## src/rtl/rowhit_pkg.sv

```systemverilog
package rowhit_pkg;
    parameter int unsigned BANK_W    = 3;
    parameter int unsigned ROW_W     = 14;
    parameter int unsigned Q_DEPTH   = 8;
    parameter int unsigned MAX_LIMIT = 16;

    localparam int unsigned N_BANKS = 1 << BANK_W;
    localparam int unsigned LIM_W   = $clog2(MAX_LIMIT + 1);

    typedef struct packed {
        logic              wr;
        logic [BANK_W-1:0] bank;
        logic [ROW_W-1:0]  row;
    } req_ent_t;

    typedef enum logic [1:0] {
        ST_IDLE    = 2'd0,
        ST_REORDER = 2'd1,
        ST_FORCE   = 2'd2
    } arb_state_e;
endpackage

```

## src/rtl/rowhit_queue.sv

```systemverilog
module rowhit_queue
    import rowhit_pkg::*;
#(
    parameter int unsigned DEPTH = Q_DEPTH,
    localparam int unsigned IDX_W = $clog2(DEPTH),
    localparam int unsigned CNT_W = $clog2(DEPTH + 1)
) (
    input  logic                   clk,
    input  logic                   rst_n,
    input  logic                   push,
    input  req_ent_t               push_ent,
    input  logic                   pop,
    input  logic [IDX_W-1:0]       pop_idx,
    output req_ent_t [DEPTH-1:0]   slots,
    output logic [CNT_W-1:0]       fill
);
    // slot 0 is always the oldest entry; removal closes the gap by shifting
    req_ent_t [DEPTH-1:0] slot_nxt;
    logic [CNT_W-1:0]     wr_pos;

    assign wr_pos = pop ? fill - 1'b1 : fill;

    for (genvar i = 0; i < DEPTH; i++) begin : g_slot
        req_ent_t above;
        if (i < DEPTH - 1) begin : g_mid
            assign above = slots[i+1];
        end else begin : g_top
            assign above = '0;
        end
        assign slot_nxt[i] = (push && wr_pos == CNT_W'(i)) ? push_ent :
                             (pop && i >= int'(pop_idx))   ? above    :
                                                             slots[i];
    end

    always_ff @(posedge clk or negedge rst_n) begin
        if (!rst_n) begin
            slots <= '0;
            fill  <= '0;
        end else begin
            slots <= slot_nxt;
            fill  <= fill + CNT_W'(push) - CNT_W'(pop);
        end
    end

    // occupancy never exceeds the depth, and a push always finds room
    a_r2_fill_bound: assert property (@(posedge clk) disable iff (!rst_n)
        fill <= CNT_W'(DEPTH));
    a_r2_push_room: assert property (@(posedge clk) disable iff (!rst_n)
        push |-> (fill < CNT_W'(DEPTH) || pop));
    // nothing is removed from an empty queue
    a_r3_pop_nonempty: assert property (@(posedge clk) disable iff (!rst_n)
        pop |-> fill != '0);
endmodule

```

## src/rtl/rowhit_rows.sv

```systemverilog
module rowhit_rows
    import rowhit_pkg::*;
#(
    parameter int unsigned DEPTH = Q_DEPTH,
    localparam int unsigned CNT_W = $clog2(DEPTH + 1)
) (
    input  logic                 clk,
    input  logic                 rst_n,
    input  logic                 open_upd,
    input  req_ent_t             upd_ent,
    input  req_ent_t [DEPTH-1:0] slots,
    input  logic [CNT_W-1:0]     fill,
    output logic [DEPTH-1:0]     hit
);
    logic [N_BANKS-1:0] row_open;
    logic [ROW_W-1:0]   open_row [N_BANKS];

    always_ff @(posedge clk or negedge rst_n) begin
        if (!rst_n) begin
            row_open <= '0;
            for (int b = 0; b < N_BANKS; b++) begin
                open_row[b] <= '0;
            end
        end else if (open_upd) begin
            row_open[upd_ent.bank] <= 1'b1;
            open_row[upd_ent.bank] <= upd_ent.row;
        end
    end

    for (genvar i = 0; i < DEPTH; i++) begin : g_hit
        assign hit[i] = (CNT_W'(i) < fill) && row_open[slots[i].bank]
                        && (open_row[slots[i].bank] == slots[i].row);
    end

    // a grant leaves its row open in its bank
    a_r4_row_recorded: assert property (@(posedge clk) disable iff (!rst_n)
        open_upd |=> row_open[$past(upd_ent.bank)]
                     && open_row[$past(upd_ent.bank)] == $past(upd_ent.row));
endmodule

```

## src/rtl/rowhit_pick.sv

```systemverilog
module rowhit_pick
    import rowhit_pkg::*;
#(
    parameter int unsigned DEPTH = Q_DEPTH,
    localparam int unsigned IDX_W = $clog2(DEPTH)
) (
    input  logic [DEPTH-1:0] hit,
    input  logic             force_oldest,
    output logic [IDX_W-1:0] sel_idx
);
    // lowest index is oldest; scanning downward leaves the oldest hit
    always_comb begin
        sel_idx = '0;
        if (!force_oldest) begin
            for (int i = DEPTH - 1; i >= 0; i--) begin
                if (hit[i]) begin
                    sel_idx = IDX_W'(i);
                end
            end
        end
    end

    // with reordering allowed and a hit present, the pick is a hit
    always_comb begin
        if (!force_oldest && (|hit)) begin
            a_r5_pick_is_hit: assert (hit[sel_idx]);
        end
    end
endmodule

```

## src/rtl/rowhit_arb.sv

```systemverilog
module rowhit_arb
    import rowhit_pkg::*;
#(
    parameter int unsigned DEPTH = Q_DEPTH
) (
    input  logic              clk,
    input  logic              rst_n,
    input  logic              req_valid,
    output logic              req_ready,
    input  logic              req_wr,
    input  logic [BANK_W-1:0] req_bank,
    input  logic [ROW_W-1:0]  req_row,
    input  logic [1:0]        lim_sel,
    input  logic              gnt_ready,
    output logic              gnt_valid,
    output logic              gnt_wr,
    output logic [BANK_W-1:0] gnt_bank,
    output logic [ROW_W-1:0]  gnt_row
);
    localparam int unsigned IDX_W = $clog2(DEPTH);
    localparam int unsigned CNT_W = $clog2(DEPTH + 1);

    arb_state_e           state, state_nxt;
    logic [LIM_W-1:0]     skip_cnt, skip_nxt, limit;
    logic [CNT_W-1:0]     fill, fill_nxt;
    req_ent_t [DEPTH-1:0] slots;
    req_ent_t             push_ent, chosen;
    logic [DEPTH-1:0]     hit;
    logic [IDX_W-1:0]     sel_idx;
    logic                 push, pop, bypass, force_oldest;

    // limit decode; code 00 is the automatic setting
    always_comb begin
        unique case (lim_sel)
            2'b01:   limit = LIM_W'(2);
            2'b10:   limit = LIM_W'(4);
            2'b11:   limit = LIM_W'(8);
            default: limit = LIM_W'(MAX_LIMIT);
        endcase
    end

    assign push_ent  = '{wr: req_wr, bank: req_bank, row: req_row};
    assign req_ready = fill < CNT_W'(DEPTH);
    assign push      = req_valid && req_ready;
    assign pop       = gnt_valid && gnt_ready;
    assign bypass    = pop && (sel_idx != '0);
    assign fill_nxt  = fill + CNT_W'(push) - CNT_W'(pop);
    assign chosen    = slots[sel_idx];
    assign gnt_wr    = chosen.wr;
    assign gnt_bank  = chosen.bank;
    assign gnt_row   = chosen.row;

    rowhit_queue #(.DEPTH(DEPTH)) i_queue (
        .clk      (clk),
        .rst_n    (rst_n),
        .push     (push),
        .push_ent (push_ent),
        .pop      (pop),
        .pop_idx  (sel_idx),
        .slots    (slots),
        .fill     (fill)
    );

    rowhit_rows #(.DEPTH(DEPTH)) i_rows (
        .clk      (clk),
        .rst_n    (rst_n),
        .open_upd (pop),
        .upd_ent  (chosen),
        .slots    (slots),
        .fill     (fill),
        .hit      (hit)
    );

    rowhit_pick #(.DEPTH(DEPTH)) i_pick (
        .hit          (hit),
        .force_oldest (force_oldest),
        .sel_idx      (sel_idx)
    );

    // skip counter: bypass grants count up, an oldest grant clears
    always_comb begin
        skip_nxt = skip_cnt;
        if (pop) begin
            skip_nxt = bypass ? skip_cnt + 1'b1 : '0;
        end
    end

    // next-state logic
    always_comb begin
        state_nxt = state;
        unique case (state)
            ST_IDLE: begin
                if (push) state_nxt = ST_REORDER;
            end
            ST_REORDER: begin
                if (bypass && skip_nxt >= limit) state_nxt = ST_FORCE;
                else if (fill_nxt == '0)         state_nxt = ST_IDLE;
            end
            ST_FORCE: begin
                if (pop) state_nxt = (fill_nxt == '0) ? ST_IDLE : ST_REORDER;
            end
            default: state_nxt = ST_IDLE;
        endcase
    end

    // state register
    always_ff @(posedge clk or negedge rst_n) begin
        if (!rst_n) begin
            state    <= ST_IDLE;
            skip_cnt <= '0;
        end else begin
            state    <= state_nxt;
            skip_cnt <= skip_nxt;
        end
    end

    // state outputs
    always_comb begin
        gnt_valid    = 1'b0;
        force_oldest = 1'b0;
        unique case (state)
            ST_IDLE:    ;
            ST_REORDER: gnt_valid = 1'b1;
            ST_FORCE: begin
                gnt_valid    = 1'b1;
                force_oldest = 1'b1;
            end
            default:    ;
        endcase
    end

    // a full queue refuses requests
    a_r2_full_refuse: assert property (@(posedge clk) disable iff (!rst_n)
        fill == CNT_W'(DEPTH) |-> !req_ready);
    // the idle state matches an empty queue
    a_r3_idle_empty: assert property (@(posedge clk) disable iff (!rst_n)
        (state == ST_IDLE) == (fill == '0));
    // the forced state always takes the oldest entry
    a_r8_forced_oldest: assert property (@(posedge clk) disable iff (!rst_n)
        (state == ST_FORCE && pop) |-> sel_idx == '0);
    // the skip count is cleared by an oldest grant and bumped by a bypass
    a_r7_clear_on_oldest: assert property (@(posedge clk) disable iff (!rst_n)
        (pop && sel_idx == '0) |=> skip_cnt == '0);
    a_r7_bump_on_bypass: assert property (@(posedge clk) disable iff (!rst_n)
        bypass |=> skip_cnt == $past(skip_cnt) + 1'b1);
    // the skip count never passes the limit while entries wait
    a_r8_count_bound: assert property (@(posedge clk) disable iff (!rst_n)
        state != ST_IDLE |-> skip_cnt <= limit);
endmodule

```

## config.mk

```make
export PLATFORM = sky130hd
export DESIGN_NAME = rowhit_arb
export DESIGN_NICKNAME = d
export VERILOG_FILES = /design/src/rtl/rowhit_pkg.sv /design/src/rtl/rowhit_queue.sv /design/src/rtl/rowhit_rows.sv /design/src/rtl/rowhit_pick.sv /design/src/rtl/rowhit_arb.sv
export SDC_FILE = /design/constraint.sdc
export NUM_CORES = 1
export LEC_CHECK = 0
export BUFFER_PORTS_ARGS = -buffer_cell sky130_fd_sc_hd__buf_2
export CAP_MARGIN = 0
export CORE_ASPECT_RATIO = 1.4
export CORE_MARGIN = 2
export CORE_UTILIZATION = 35
export DETAILED_ROUTE_END_ITERATION = 10
export PLACE_DENSITY = 0.51
export SYNTH_ARGS = -nofsm -noshare
export SYNTH_HDL_FRONTEND = slang
export SYNTH_SLANG_ARGS = --single-unit
```

## constraint.sdc

```tcl
create_clock -name clk -period 5.5 [get_ports clk]
set_input_delay 0.275 -clock clk [delete_from_list [all_inputs] [get_ports clk]]
set_output_delay 0.275 -clock clk [all_outputs]
set_load 0.05 [all_outputs]
```

## Word-level counts from Yosys, hierarchy flattened

Cells that the tools add are included.

| word-level totals | value |
|---|---|
| flip-flop bits (word level) | 275 |
| output and inout bits | 20 |
| logic and storage cells | 246 |

| operators by class | value |
|---|---|
| add/subtract/negate cells | 4 |
| $lt $le $gt $ge | 38 |
| equality and inequality tests | 23 |
| multiplexer cells | 84 |
| bitwise logic cells | 10 |
| reduce and logical (&&, ||, !) cells | 51 |

Operator list:

| operator | number |
|---|---|
| $bmux W14 S3 | 8 |
| $mux W18 | 17 |
| $mux W14 | 17 |
| $bwmux W112 | 1 |
| $eq A14 B14 Y1 | 8 |
| $bmux W18 S3 | 1 |
| $demux W14 S3 | 1 |
| $lt A3 B4 Y1 const B | 10 |
| $logic_and A1 B1 Y1 | 37 |
| $ge A4 B4 Y1 const B | 9 |
| $not A3 Y4 | 9 |
| $mux W3 | 9 |
| $bmux W1 S3 | 8 |
| $eq A4 B3 Y1 const B | 4 |
| $lt A3 B4 Y1 const A | 4 |
| $reduce_bool A2 Y1 | 8 |
| $pmux W5 S3 | 1 |
| $mux W1 | 12 |
| $mux W5 | 2 |
| $ge A3 B3 Y1 const A | 3 |
| $eq A4 B2 Y1 const B | 2 |
| $logic_not A4 Y1 | 2 |
| $lt A1 B4 Y1 const A | 2 |
| $lt A2 B4 Y1 const A | 2 |
| 24 further kinds | 33 |

## Depth between registers and ports, before layout

| depth | value |
|---|---|
| depth in word-level cells | 23 |
| mapped depth | 28 |

## Cells and area by module

A second synthesis with hierarchy kept.

| second synthesis, totals | value |
|---|---|
| cells, all modules | 1779 |
| area, all modules | 23176.0 µm² |

By module, submodules not included:

| module | instances | cells each | area an instance (µm²) | sequential area each (µm²) |
|---|---|---|---|---|
| rowhit_rows | 1 | 1103 | 13526.7 | 3002.9 |
| rowhit_queue | 1 | 512 | 7787.5 | 3703.6 |
| rowhit_arb | 1 | 149 | 1784.2 | 175.2 |
| rowhit_pick | 1 | 15 | 77.6 | 0.0 |

## Least setup slack after synthesis

Ideal clock, no wire load.

| timing | value |
|---|---|
| path kind | register to register |
| start | reg, netlist name i_queue.slots[50] |
| end | reg state[0] |
| setup time | 0.125 ns |
| data arrival time | 5.060 ns |
| required time | 5.375 ns |
| path slack | 0.315 ns |
| cell stages (with the launch flop) | 27 |
| buffers on the path | 7 |
| period minus slack after synthesis | 5.185 ns |
| cells stage by stage | dfrtp_1 -> buf_2 -> buf_4 -> mux2i_1 -> mux4_2 -> xor2_1 -> o2111ai_1 -> or4_1 -> nor3_1 -> and3b_1 -> a22oi_2 -> buf_6 -> buf_6 -> buf_4 -> buf_4 -> buf_6 -> a21o_1 -> o21a_1 -> ha_1 -> nand2_1 -> o21ai_0 -> a21o_1 -> a21o_1 -> a21oi_1 -> o211ai_1 -> nand2_1 -> mux2_2 |

| on the way | value |
|---|---|
| cells in the longest elaborated chain, start to end | 18 |
| elaborated cells between the ends (all ways) | 23 |
| those cells by class | 1 x order compare; 2 x eq/ne; 13 x mux; 1 x bitwise; 6 x reduce/logical |

Ends and longest elaborated chain:

| item | RTL line | RTL |
|---|---|---|
| $not A3 Y4 (implied by the code) | rowhit_rows.sv:32 | `&& (open_row[slots[i].bank] == slots[i].row);` |
| $bmux W14 S3 | rowhit_rows.sv:32 |  |
| $mux W14 (implied by the code) (2 in a row) | rowhit_rows.sv:32 |  |
| $eq A14 B14 Y1 | rowhit_rows.sv:32 |  |
| $logic_and A1 B1 Y1 * | rowhit_rows.sv:32 |  |
| $mux W3 * (3 in a row) | rowhit_pick.sv:16 | `if (hit[i]) begin` |
| $mux W3 * | rowhit_pick.sv:14 | `if (!force_oldest) begin` |
| $reduce_bool A3 Y1 * | rowhit_arb.sv:46 | `assign bypass = pop && (sel_idx != '0);` |
| $logic_and A1 B1 Y1 * | rowhit_arb.sv:46 |  |
| $mux W5 | rowhit_arb.sv:84 | `skip_nxt = bypass ? skip_cnt + 1'b1 : '0;` |
| $mux W5 | rowhit_arb.sv:83 | `if (pop) begin` |
| $ge A5 B5 Y1 | rowhit_arb.sv:96 | `if (bypass && skip_nxt >= limit) state_nxt = ST_FORCE;` |
| $logic_and A1 B1 Y1 * | rowhit_arb.sv:96 |  |
| $ne A3 B3 Y1 (no source line) / $mux W2 (equally long branches) | -- |  |
| $reduce_and A3 Y1 (no source line) / $pmux W2 S3 (equally long branches) | -- |  |
| end signal: assignment | rowhit_arb.sv:112 | `state <= state_nxt;` |
| end: declaration | rowhit_arb.sv:23 | `arb_state_e state, state_nxt;` |

Every way passes the cells marked *; elsewhere a longest branch is shown, timed or not. The select of a mux whose other input is x is not followed.
A chain may end at the register's enable or synchronous reset.

## Final worst setup path

| timing | value |
|---|---|
| start | reg, netlist name i_queue.slots[51] |
| end | out gnt_row[6] |

| on the way | value |
|---|---|
| cells in the longest elaborated chain, start to end | 12 |
| elaborated cells between the ends (all ways) | 15 |
| those cells by class | 1 x eq/ne; 11 x mux; 1 x bitwise; 2 x reduce/logical |

Ends and longest elaborated chain:

| item | RTL line | RTL |
|---|---|---|
| $not A3 Y4 (implied by the code) | rowhit_rows.sv:32 |  |
| $bmux W14 S3 | rowhit_rows.sv:32 |  |
| $mux W14 (implied by the code) (2 in a row) | rowhit_rows.sv:32 |  |
| $eq A14 B14 Y1 | rowhit_rows.sv:32 |  |
| $logic_and A1 B1 Y1 * | rowhit_rows.sv:32 |  |
| $mux W3 * (3 in a row) | rowhit_pick.sv:16 |  |
| $mux W3 * | rowhit_pick.sv:14 |  |
| $bmux W18 S3 * | rowhit_arb.sv:48 | `assign chosen = slots[sel_idx];` |
| $mux W18 (implied by the code) * | rowhit_arb.sv:48 |  |
| end: declaration | rowhit_arb.sv:18 | `output logic [ROW_W-1:0] gnt_row` |

Marked as above.

==> impl_metrics.yaml <==
sta:
  finalClockSkew_ps: 16.01
  relSlewSlack_pct: 25.00
  hold_viol_final: 0
  layout_min_cycle_time_ps: 5450
  rsz0062_at_grt: "false"
  final.setup.tns_ps: 0
  tightest_slew_ps: 1121
  min_period_over_period_pct: 99.09
  setup_viol: 0
  finalMaxSlewViolations: 0
  timing.fmax_ghz: 0.1835
hold_path:
  min_path_cells: 3
  hp-start: "req_row[2]"
  hold_end: "i_queue.slots[128]"
  hold_class: "in -> reg"
synth:
  synth.distinct_cells: 68
  synth_edf_count: 0
  synth_ff_type: "dfrtp_1"
  netlist_area_um2: 22110
  yosysWarnings: 0
  ys_seq_area_share_pct: 31.12
  synth_fp_nets: 1999
  netlist_instances: 1953
  syn_area_per_cell_um2: 11.32
  ys_ff_latch: 275
  synthArstFlopShare_pct: 100.0
global_route:
  grt_max_degree: 128
  grt_usage_pct: 27.02
  antenna_found_initial: 0
  grt.met3_usage_pct: 3.016
  grt_pass1_vias: 17650
  grt.busiest_layer: "met2"
  globalRouteMet2Util_pct: 44.17
  grt_pass1_wl_um: 128800
  met1_usage_pct: 34.66
  overflow: 0
placed_design:
  port_buffers: 43
  dp_hpwl_um: 65130
  dp.cells: 2795
  routabilityCongestion: 0.9766
detailed_routing:
  detail_route.vias_per_cell: 6.175
  drt_wl_total_um: 88680
  drc: 0
  dr.first_iter.drc_count: 1888
  dr.pass1.iters: 6
  vias: 17691
  antenna_left: 0
  avgRoutedWirePerCell_um: 30.95
critical_path:
  r2r_cells: 20
  r2r_slack_ps: 340
  max_stage_delay_ps: 600
  r2r_end: "state[0]"
  crit_chain: "buf_6, mux4_2, xor2_2, o2111ai_1, or4_4, nor3_2, and3b_1, a22oi_2, buf_4, buf_6, buf_16, mux2i_1, o22ai_1, or2_2, buf_4"
  crit_path_start_kind: "register"
  crit_slowest_cell: "or4_4"
  rr_startpoint: "i_queue.slots[140]"
  worst-path-max-fanout: 21
  critPathArrivalTime_ps: 5170
  critPathRequiredTime_ps: 5220
  crit_type: "reg -> out"
  end_kind: "output pin"
floorplan:
  core_um2: 62870
  initial_utilization_pct: 35.17
  dieHeight_um: 301.4
  ios: 44
  die_area_um2: 65240
  row_count: 109
  fp.dieW_um: 216.4
layout:
  ff_latch_area_um2: 6913
  fin_cells: 2865
  diodes: 0
  syn2layout_area_growth_pct: 15.08
  multi_input_area_um2: 14540
  nNetsFinal: 2057
  layout-drive-gt1-share_pct: 33.30
  nFillCells: 5978
  final_util_pct: 40.48
power:
  leakagePower_uw: 0.01060
  power_density_nw_per_um2: 165.6
  power.total_uw: 4215
  vdd_drop_max_mv: 0.2159
clock_tree:
  clk_path_buf_depth: 3
  clk_pin_slew_ps: 70
  tritoncts: "done"
  clock-sinks: 275
  numCtsBuffers: 30
  root_buffer: "clkbuf_16"
  clock_latency_ps: 600
  ctsHtreeMaxLevel: 1
job:
  cap_violations: 0
outcome:
  status: "finished, final reports clean"
==> placed cells by master (no fill, tap or decap), types with 5 or more instances in the layout <==
cell type / instances
nand3b_1: 6
a221oi_1: 18
o22ai_1: 48
nor2_1: 61
mux2i_1: 356
dfrtp_1: 262
dlygate4sd3_1: 7
xor2_1: 58
mux2_1: 13
a22o_1: 8
nand3_1: 9
buf_12: 28
or4_1: 5
nor2_2: 7
inv_1: 15
a22oi_1: 9
clkbuf_1: 7
o21ai_0: 96
dfrtp_2: 7
a21oi_1: 47
mux2_2: 172
or2_2: 16
buf_4: 126
nor4_1: 9
xnor2_1: 51
clkinv_2: 5
nor2b_1: 15
buf_2: 35
nand2b_1: 18
clkbuf_16: 31
nand4_1: 22
ha_1: 21
and2_1: 5
nand2_1: 144
nor3_1: 8
dfrtp_4: 6
mux2i_2: 7
or2_4: 7
mux4_2: 175
==> cell type report <==
| class | count | area share (%) |
|---|---|---|
| Clock buffer | 40 | 3.259 |
| Inverter | 16 | 0.2360 |
| Multi-Input combinational cell | 1481 | 57.13 |
| Sequential cell | 275 | 27.16 |
| Timing Repair Buffer | 207 | 7.468 |
| Tap cell | 832 | 4.090 |
| Clock inverter | 14 | 0.6588 |
==> worst max-delay path: cells and delay by family, from the launching register on <==
family | cells | cell delay (ps)
AOI/OAI and AO/OA | 3 | 500
xor gates and xnor gates | 1 | 220
and+or+nand+nor | 4 | 1470
DFF | 1 | 560
muxes | 2 | 740
buffers and inverters | 5 | 1040
==> Yosys cell counts, types with 22 or more instances <==
cell | number | share of area [%]
nand4_1 | 22 | 0.62
mux4_2 | 175 | 18
buf_2 | 58 | 1.3
xnor2_1 | 51 | 2.0
clkbuf_1 | 82 | 1.4
mux2_2 | 172 | 8.8
nor2_1 | 69 | 1.2
nand2_1 | 144 | 2.4
or2_2 | 23 | 0.65
o22ai_1 | 48 | 1.4
dfrtp_1 | 275 | 31
mux2i_1 | 363 | 16
xor2_1 | 63 | 2.5
a21oi_1 | 50 | 1.1
o21ai_0 | 97 | 2.2
==> power breakdown <==
group,switching [uW],internal [uW]
logic,65.7,15.6
clock network,910,1200
registers,0,2020
==> metal layers <==
layer | wire length (um) | up-vias | part of all wire [%]
met4 | 6284 | 0 | 7.1
li1 | - | 7485 | -
met5 | 0 | - | 0
met1 | 34730 | 9117 | 39
met2 | 41830 | 882 | 47
met3 | 5833 | 207 | 6.6
==> state kept, by name, indices dropped and copies added, names as in the netlist <==
signal	count
skip_cnt	5
i_queue.slots	144
i_rows.row_open	8
state	2
i_rows.open_row	112
i_queue.fill	4
==> worst max path at each step <==
stage / to / slack [ps] / startpoint / depth (start not counted)
global placement: state[0] / 60 / i_queue.slots[51] / 19
CTS: gnt_row[3] / 30 / i_queue.slots[51] / 15
global route: gnt_row[12] / 3 / i_queue.slots[51] / 15
floorplan: state[0] / 320 / i_queue.slots[50] / 26
finish: gnt_row[6] / 50 / i_queue.slots[51] / 15
detailed placement: i_rows.open_row[54] / 110 / i_queue.slots[51] / 16
==> metrics by stage <==
stage | hold WS [ps] | worst slack [ps] | area [um^2]
2_1_floorplan | -20.59 | 315.3 | 22120
3_3_place_gp | 302.4 | 58.91 | 24060
3_5_place_dp | 306.6 | 106.1 | 24060
4_1_cts | 0.8947 | 29.21 | 25320
5_1_grt | 25.84 | 3.441 | 25450
6_report | 17.82 | 50.15 | 25450
==> what timing repair did <==
action,CTS,global route
cloned,1,0
hold buffers,7,0
endpoints found under the setup margin,17,17
pin swaps,0,1
resized for setup,20,37
endpoints found under the hold margin,87,0
buffers inserted,7,1
==> cells by family after synthesis <==
group	Yosys count	synth area share, %
XOR/XNOR	114	4.515
AO/OA/AOI/OAI	269	7.497
multiplexers	723	43.67
buffers and inverters	197	4.113
AND/OR/NAND/NOR	353	7.808
adder cells (fa/ha/maj)	22	1.279
flip-flops	275	31.12
Power figures use the tool's default switching activity.
